===== config.mk =====
export PLATFORM = sky130hd
export DESIGN_NAME = crypt_job_ctrl
export DESIGN_NICKNAME = d
export VERILOG_FILES = /design/src/rtl/crypt_job_pkg.sv /design/src/rtl/crypt_job_fsm.sv /design/src/rtl/crypt_job_regs.sv /design/src/rtl/crypt_job_ctrl.sv
export SDC_FILE = /design/constraint.sdc
export NUM_CORES = 2
export LEC_CHECK = 0
export BUFFER_PORTS_ARGS = -buffer_cell sky130_fd_sc_hd__buf_2
export CORE_AREA = 2 2 645 647
export DETAILED_ROUTE_END_ITERATION = 7
export DIE_AREA = 0 0 647 649
export GPL_TIMING_DRIVEN = 0
export PLACE_DENSITY = 0.38
export SLEW_MARGIN = 20
export SYNTH_ARGS = -nofsm -noshare
export SYNTH_HDL_FRONTEND = slang
export SYNTH_SLANG_ARGS = --single-unit

===== constraint.sdc =====
create_clock -name clk -period 4.9 [get_ports clk]
set_input_delay 0.98 -clock clk [delete_from_list [all_inputs] [get_ports clk]]
set_output_delay 0.98 -clock clk [all_outputs]
set_load 0.05 [all_outputs]

===== src/rtl/crypt_job_pkg.sv =====
package crypt_job_pkg;

  localparam int REG_AW  = 12;
  localparam int DATA_W  = 32;

  localparam logic [REG_AW-1:0] OFF_WIN   = 12'h300;
  localparam logic [REG_AW-1:0] OFF_LINE  = 12'h340;
  localparam logic [REG_AW-1:0] OFF_DEST  = 12'h344;
  localparam logic [REG_AW-1:0] OFF_ADDR  = 12'h348;
  localparam logic [REG_AW-1:0] OFF_TRIG  = 12'h34C;
  localparam logic [REG_AW-1:0] OFF_REL   = 12'h350;
  localparam logic [REG_AW-1:0] OFF_KILL  = 12'h354;
  localparam logic [REG_AW-1:0] OFF_STATE = 12'h358;
  localparam logic [REG_AW-1:0] OFF_VER   = 12'h35C;
  localparam logic [REG_AW-1:0] OFF_SCW   = 12'h388;

  typedef enum logic [1:0] {
    JOB_IDLE   = 2'd0,
    JOB_BUSY   = 2'd1,
    JOB_HIDDEN = 2'd2,
    JOB_SHOWN  = 2'd3
  } jobState_t;

  // strobes from the control FSM to the register datapath
  typedef struct packed {
    logic paramWrOk;
    logic captureResult;
    logic clearResult;
  } jobStrobe_t;

  // address must be a multiple of the byte count picked by the line-size code
  function automatic logic lineAligned(input logic [1:0] ls, input logic [5:0] lo);
    case (ls)
      2'd0:    return lo[3:0] == 4'd0;
      2'd1:    return lo[4:0] == 5'd0;
      2'd2:    return lo == 6'd0;
      default: return 1'b0;
    endcase
  endfunction

endpackage


===== src/rtl/crypt_job_fsm.sv =====
module crypt_job_fsm
  import crypt_job_pkg::*;
(
  input  logic                clk,
  input  logic                rstN,
  input  logic                busWe,
  input  logic [REG_AW-1:0]   busAddr,
  input  logic                cmdBit,
  input  logic [1:0]          lineSize,
  input  logic                destSel,
  input  logic [5:0]          addrLow,
  input  logic                engDone,
  output jobState_t           state,
  output logic                errFlag,
  output logic                engStart,
  output jobStrobe_t          strb
);

  logic trigCmd, relCmd, killCmd, paramsOk, trigAccept;
  jobState_t stateNxt;

  assign trigCmd  = busWe && cmdBit && (busAddr == OFF_TRIG);
  assign relCmd   = busWe && cmdBit && (busAddr == OFF_REL);
  assign killCmd  = busWe && cmdBit && (busAddr == OFF_KILL);
  assign paramsOk = !destSel && lineAligned(lineSize, addrLow);
  assign trigAccept = (state == JOB_IDLE) && trigCmd && paramsOk;

  always_comb begin
    stateNxt = state;
    case (state)
      JOB_IDLE:   if (trigAccept) stateNxt = JOB_BUSY;
      JOB_BUSY:   if (engDone)    stateNxt = JOB_HIDDEN;
      JOB_HIDDEN: if (relCmd)     stateNxt = JOB_SHOWN;
      JOB_SHOWN:  if (killCmd)    stateNxt = JOB_IDLE;
      default:                    stateNxt = JOB_IDLE;
    endcase
  end

  always_ff @(posedge clk or negedge rstN) begin
    if (!rstN) begin
      state    <= JOB_IDLE;
      errFlag  <= 1'b0;
      engStart <= 1'b0;
    end else begin
      state    <= stateNxt;
      engStart <= trigAccept;
      if ((state == JOB_IDLE) && trigCmd) errFlag <= !paramsOk;
    end
  end

  always_comb begin
    strb.paramWrOk     = (state == JOB_IDLE);
    strb.captureResult = (state == JOB_BUSY) && engDone;
    strb.clearResult   = (state == JOB_SHOWN) && killCmd;
  end

  // only the four lifecycle steps ever change the state
  a_r6_legal_step: assert property (@(posedge clk) disable iff (!rstN)
    (state != $past(state)) |->
      (($past(state) == JOB_IDLE   && state == JOB_BUSY)   ||
       ($past(state) == JOB_BUSY   && state == JOB_HIDDEN) ||
       ($past(state) == JOB_HIDDEN && state == JOB_SHOWN)  ||
       ($past(state) == JOB_SHOWN  && state == JOB_IDLE)));

  // start pulse lasts one cycle and coincides with the busy state
  a_r2_start_single: assert property (@(posedge clk) disable iff (!rstN)
    engStart |=> !engStart);
  a_r2_start_busy: assert property (@(posedge clk) disable iff (!rstN)
    engStart |-> (state == JOB_BUSY));

  // a pending error can only exist while the job is idle
  a_r7_err_only_idle: assert property (@(posedge clk) disable iff (!rstN)
    errFlag |-> (state == JOB_IDLE));

endmodule


===== src/rtl/crypt_job_regs.sv =====
module crypt_job_regs
  import crypt_job_pkg::*;
#(
  parameter int              ADDR_W    = 26,
  parameter int              WIN_BYTES = 64,
  parameter int              VER_W     = 30,
  parameter logic [VER_W-1:0] VERSION  = 30'h20201010
) (
  input  logic                    clk,
  input  logic                    rstN,
  input  logic                    busWe,
  input  logic [REG_AW-1:0]       busAddr,
  input  logic [DATA_W-1:0]       busWdata,
  output logic [DATA_W-1:0]       busRdata,
  input  jobStrobe_t              strb,
  input  jobState_t               state,
  input  logic                    errFlag,
  input  logic                    showResult,
  input  logic [WIN_BYTES*8-1:0]  engResult,
  input  logic [2:0]              fuseLevel,
  input  logic                    fuseBothKeys,
  output logic [WIN_BYTES*8-1:0]  engPlain,
  output logic [1:0]              lineSize,
  output logic                    destSel,
  output logic [ADDR_W-1:0]       jobAddr,
  output logic [2:0]              scLevel,
  output logic                    scBothKeys,
  output logic [WIN_BYTES*8-1:0]  resultData
);

  localparam int WIN_WORDS = WIN_BYTES / 4;
  localparam int WIN_AW    = $clog2(WIN_BYTES);
  localparam int IDX_W     = $clog2(WIN_WORDS);
  localparam int RES_W     = WIN_BYTES * 8;
  localparam logic [4:0] SCW_RESET = 5'h0F;

  logic [DATA_W-1:0] winMem [WIN_WORDS];
  logic [RES_W-1:0]  resultBuf;
  logic [4:0]        scwReg;
  logic [REG_AW-1:0] winOff;
  logic              winHit;
  logic [IDX_W-1:0]  winIdx;
  logic              wrOk;

  assign winOff = busAddr - OFF_WIN;
  assign winHit = (winOff[REG_AW-1:WIN_AW] == '0) && (winOff[1:0] == 2'b00);
  assign winIdx = winOff[IDX_W+1:2];
  assign wrOk   = busWe && strb.paramWrOk;

  // plaintext window, one register per word
  for (genvar w = 0; w < WIN_WORDS; w++) begin : g_win
    always_ff @(posedge clk or negedge rstN) begin
      if (!rstN) winMem[w] <= '0;
      else if (wrOk && winHit && (winIdx == IDX_W'(w))) winMem[w] <= busWdata;
    end
    assign engPlain[w*DATA_W +: DATA_W] = winMem[w];
  end

  // job parameters and side-channel word
  always_ff @(posedge clk or negedge rstN) begin
    if (!rstN) begin
      lineSize <= 2'd0;
      destSel  <= 1'b0;
      jobAddr  <= '0;
      scwReg   <= SCW_RESET;
    end else if (wrOk) begin
      case (busAddr)
        OFF_LINE: lineSize <= busWdata[1:0];
        OFF_DEST: destSel  <= busWdata[0];
        OFF_ADDR: jobAddr  <= busWdata[ADDR_W-1:0];
        OFF_SCW:  scwReg   <= busWdata[4:0];
        default: ;
      endcase
    end
  end

  // result buffer
  always_ff @(posedge clk or negedge rstN) begin
    if (!rstN)                   resultBuf <= '0;
    else if (strb.clearResult)   resultBuf <= '0;
    else if (strb.captureResult) resultBuf <= engResult;
  end

  assign resultData = showResult ? resultBuf : '0;

  // effective countermeasure settings
  logic [2:0] effLevel;
  logic       effBoth;
  assign effLevel   = scwReg[4] ? scwReg[2:0] : fuseLevel;
  assign effBoth    = scwReg[4] ? scwReg[3]   : fuseBothKeys;
  assign scLevel    = effLevel;
  assign scBothKeys = (effLevel != 3'd0) && effBoth;

  // read mux
  always_comb begin
    busRdata = '0;
    if (winHit) begin
      busRdata = winMem[winIdx];
    end else begin
      case (busAddr)
        OFF_LINE:  busRdata = {{(DATA_W-2){1'b0}}, lineSize};
        OFF_DEST:  busRdata = {{(DATA_W-1){1'b0}}, destSel};
        OFF_ADDR:  busRdata = DATA_W'(jobAddr);
        OFF_STATE: busRdata = {{(DATA_W-9){1'b0}}, errFlag, 6'b0, state};
        OFF_VER:   busRdata = DATA_W'(VERSION);
        OFF_SCW:   busRdata = {{(DATA_W-5){1'b0}}, scwReg};
        default:   busRdata = '0;
      endcase
    end
  end

  // destroy leaves an all-zero buffer
  a_r5_clear_zero: assert property (@(posedge clk) disable iff (!rstN)
    strb.clearResult |=> (resultBuf == '0));

  // parameters are frozen while a job is in flight
  a_r8_param_lock: assert property (@(posedge clk) disable iff (!rstN)
    !strb.paramWrOk |=> ($stable(lineSize) && $stable(destSel) &&
                         $stable(jobAddr) && $stable(scwReg)));

  // a freshly captured result is not yet visible
  a_r3_capture_hidden: assert property (@(posedge clk) disable iff (!rstN)
    strb.captureResult |=> !showResult);

endmodule


===== src/rtl/crypt_job_ctrl.sv =====
module crypt_job_ctrl
  import crypt_job_pkg::*;
#(
  parameter int ADDR_W    = 26,
  parameter int WIN_BYTES = 64
) (
  input  logic                   clk,
  input  logic                   rstN,
  input  logic                   busWe,
  input  logic [11:0]            busAddr,
  input  logic [31:0]            busWdata,
  output logic [31:0]            busRdata,
  output logic                   engStart,
  output logic [WIN_BYTES*8-1:0] engPlain,
  output logic [1:0]             engLineSize,
  output logic [ADDR_W-1:0]      engAddr,
  input  logic                   engDone,
  input  logic [WIN_BYTES*8-1:0] engResult,
  input  logic [2:0]             fuseLevel,
  input  logic                   fuseBothKeys,
  output logic [2:0]             scLevel,
  output logic                   scBothKeys,
  output logic                   resultVisible,
  output logic [WIN_BYTES*8-1:0] resultData
);

  jobState_t  state;
  logic       errFlag;
  jobStrobe_t strb;
  logic       destSel;

  crypt_job_fsm u_fsm (
    .clk      (clk),
    .rstN     (rstN),
    .busWe    (busWe),
    .busAddr  (busAddr),
    .cmdBit   (busWdata[0]),
    .lineSize (engLineSize),
    .destSel  (destSel),
    .addrLow  (engAddr[5:0]),
    .engDone  (engDone),
    .state    (state),
    .errFlag  (errFlag),
    .engStart (engStart),
    .strb     (strb)
  );

  assign resultVisible = (state == JOB_SHOWN);

  crypt_job_regs #(
    .ADDR_W    (ADDR_W),
    .WIN_BYTES (WIN_BYTES)
  ) u_regs (
    .clk          (clk),
    .rstN         (rstN),
    .busWe        (busWe),
    .busAddr      (busAddr),
    .busWdata     (busWdata),
    .busRdata     (busRdata),
    .strb         (strb),
    .state        (state),
    .errFlag      (errFlag),
    .showResult   (resultVisible),
    .engResult    (engResult),
    .fuseLevel    (fuseLevel),
    .fuseBothKeys (fuseBothKeys),
    .engPlain     (engPlain),
    .lineSize     (engLineSize),
    .destSel      (destSel),
    .jobAddr      (engAddr),
    .scLevel      (scLevel),
    .scBothKeys   (scBothKeys),
    .resultData   (resultData)
  );

  // the memory path only sees data once the result is released
  a_r4_data_needs_release: assert property (@(posedge clk) disable iff (!rstN)
    (resultData != '0) |-> resultVisible);

endmodule


==> metrics.yaml <==
stdcell_area_mm2: 0.0699
synth_cell_type_count: 49
area_delta_synth_final_pct: 43.7
holdPathStages: 3
die_w_um: 647
maxSlewViolCount: 0
maxCapViolCount: 0
startpoint_type: "input pin"
track_usage: 0.179
netlist.area_leader.share: 0.544
cts_made_buffers: 150
vias: 44151
total_power_w: 0.0342
required_ns: 3.92
clock-sinks: 1062
grt_first_pass_wirelength_um: 495000
synthesis.nets: 4954
critPathMaxFanout: 10
wl_per_cell_um: 32.7
routed_wl_um: 389000
synth_edf_count: 0
cts_tree: "built"
fp.dieH_um: 649
ant_nets: 0
ys_async_sr_fraction: 1.00
cts_root_buffer: "clkbuf_16"
drtIter0Drc: 3364
synth_area_leader_cell: "dfrtp_1"
drive_above_1_share: 0.441
insertion_delay_ns: 0.85
netlist_instances: 4386
grt_max_degree: 122
crit_type: "input pin to primary output"
remaining_drc_errors: 0
portBuffers: 1651
period_minus_slack_ns: 4.81
syn_area_mm2: 0.0486
dp_hpwl_um: 326000
clock_skew_ns: 0.0693
layout_setup_ws_ns: 0.0868
finalSetupViolCount: 0
ys_warn_count: 0
synth.most_common_cell: "dfrtp_1"
via_per_inst: 3.72
antenna_found_initial: 127
vdd_drop_max_mv: 0.220
finalHoldViolations: 0
start_util: 0.118
cts_buffer_depth: 4
cellPowerDensity_mw_per_mm2: 489
grt_pass1_vias: 45273
synth_ff_type: "dfrtp_1"
rsz0062_at_grt: "no"
tightest_slew_ns: 1.19
synth.area.top_cells: "dfrtp_1 (54%), mux2_2 (13%), nand2_1 (8.1%)"
die_area_mm2: 0.420
crit_arrival_ns: 3.83
core_area_mm2: 0.413
gp_congestion: 0.945
nets: 6792
maxSlewHeadroom: 0.209
grt_overflow_total: 0
clk_pin_slew_ns: 0.06
synth-seq-cells: 1062
placed_cell_area_mm2: 0.0645
status: "completed"
rows: 236
cts.htree.levels: 4
synth.yosys.seq_area_share: 0.547
first_pass_iters: 7
synth_commonest_cells: "dfrtp_1 (1,058), nand2_1 (1,051), mux2_2 (551), a21oi_1 (520), and2_1 (516)"
fin_crit_sh: 0.982
rr_worst_depth: 7
hold_path_class: "input pin to flip-flop"
io_pins: 1654
avgSynthCellArea_um2: 11.1
fmax_mhz: 208
p_leak_nw: 35.0
pre_cts_ws_ns: -1.08
endpoint_kind: "primary output"
## metrics by stage
| step | utilization | setup TNS [ns] | instances | hold WS (ns) |
|---|---|---|---|---|
| final | 0.169 | 0 | 11873 | 0.366 |
| after floorplan | - | 0 | 4386 | 0.463 |
| after detailed placement | 0.156 | -11.86 | 11541 | 0.494 |
| after global routing | 0.169 | 0 | 11834 | 0.280 |
| after global placement | 0.155 | - | 11511 | 0.503 |
| after CTS | 0.169 | 0 | 11808 | 0.243 |
## state kept, by name (all words and copies together), names as in the netlist
register and flops:
u_regs.resultBuf 512, u_fsm.engStart 1, u_regs.scwReg 5, u_regs.destSel 1, u_fsm.errFlag 1, u_regs.jobAddr 26, u_fsm.state 2, u_regs.lineSize 2
u_regs.engPlain 512
## metal layers
metal	global-route usage	share of wire
met5	0	0.00056
met4	0.0823	0.051
met3	0.0451	0.065
met2	0.336	0.53
met1	0.185	0.35
## what timing repair did
action / 4_1_cts / 5_1_grt
resized for setup: 36 / 4
buffers inserted: 6 / 0
endpoints found under the setup margin: 131 / 7
endpoints found under the hold margin: 29 / 0
pin swaps: 1 / 0
hold buffers: 1 / 0
gates cloned: 0 / 0
## layout by cell type, fill, tap and decap left out, types with 5 or more instances in the layout
| master | Yosys | layout |
|---|---|---|
| o21ai_0 | 24 | 22 |
| mux2_2 | 551 | 551 |
| and3_1 | 9 | 9 |
| clkbuf_16 | 0 | 151 |
| clkbuf_4 | 0 | 5 |
| mux4_2 | 130 | 130 |
| clkinv_4 | 0 | 5 |
| mux2i_1 | 48 | 47 |
| a21oi_1 | 520 | 520 |
| nand3_1 | 6 | 5 |
| clkinv_2 | 0 | 21 |
| diode_2 | 0 | 66 |
| nor2b_1 | 7 | 7 |
| inv_1 | 5 | 5 |
| nor2_1 | 14 | 13 |
| bufinv_16 | 0 | 8 |
| clkbuf_8 | 0 | 41 |
| dfrtp_1 | 1058 | 1058 |
| buf_2 | 111 | 1754 |
| buf_12 | 0 | 8 |
| clkbuf_2 | 0 | 21 |
| buf_16 | 0 | 18 |
| clkbuf_1 | 226 | 220 |
| buf_4 | 8 | 26 |
| nor3_1 | 6 | 6 |
| and2_1 | 516 | 513 |
| a2bb2oi_1 | 20 | 19 |
| nand2_1 | 1051 | 1050 |
| buf_6 | 4 | 10 |
## final cells by class
class                           instances  area (um2)
Antenna cell                           66         165
Buffer                                361        1660
Clock buffer                          213        4420
Clock inverter                         48         623
Fill cell                           46319      343000
Inverter                                5        18.8
Multi-Input combinational cell       2956       20500
Sequential cell                      1062       26600
Tap cell                             5474        6850
Timing Repair Buffer                 1688        9030
## report_power, final
| part | switching (W) | leakage (nW) | internal (W) |
|---|---|---|---|
| clock | 0.00468 | 2.48 | 0.00673 |
| combinational | 0.00809 | 18.4 | 0.00271 |
| sequential | 0.00126 | 14.1 | 0.0107 |
## worst paths after layout
kind / from / endpoint / slack (ns)
max reg2reg: u_fsm.state[0] / u_regs.engPlain[348] / 1.39
min in group asynchronous: rstN / u_regs.jobAddr[9] / 0.70
max in group asynchronous: rstN / u_regs.resultBuf[488] / 1.08
min reg2reg: u_regs.resultBuf[166] / u_regs.resultBuf[166] / 0.52
min: engResult[345] / u_regs.resultBuf[345] / 0.37
max: busAddr[3] / busRdata[12] / 0.09
## cell families after synthesis
family	synth area share
mux	0.199
flops	0.547
buf+inv	0.0330
compound gates	0.0635
fa+ha+maj	0.00103
simple gates	0.157
## critical path, cell delays in order
cell	delay (ns)
buf_2	0.16
buf_2	0.37
buf_4	0.47
buf_4	0.39
nand3_1	0.18
a211oi_4	0.54
a21oi_1	0.08
nor3_1	0.22
buf_2	0.36
No activity file was read; power rests on OpenSTA's default activity.
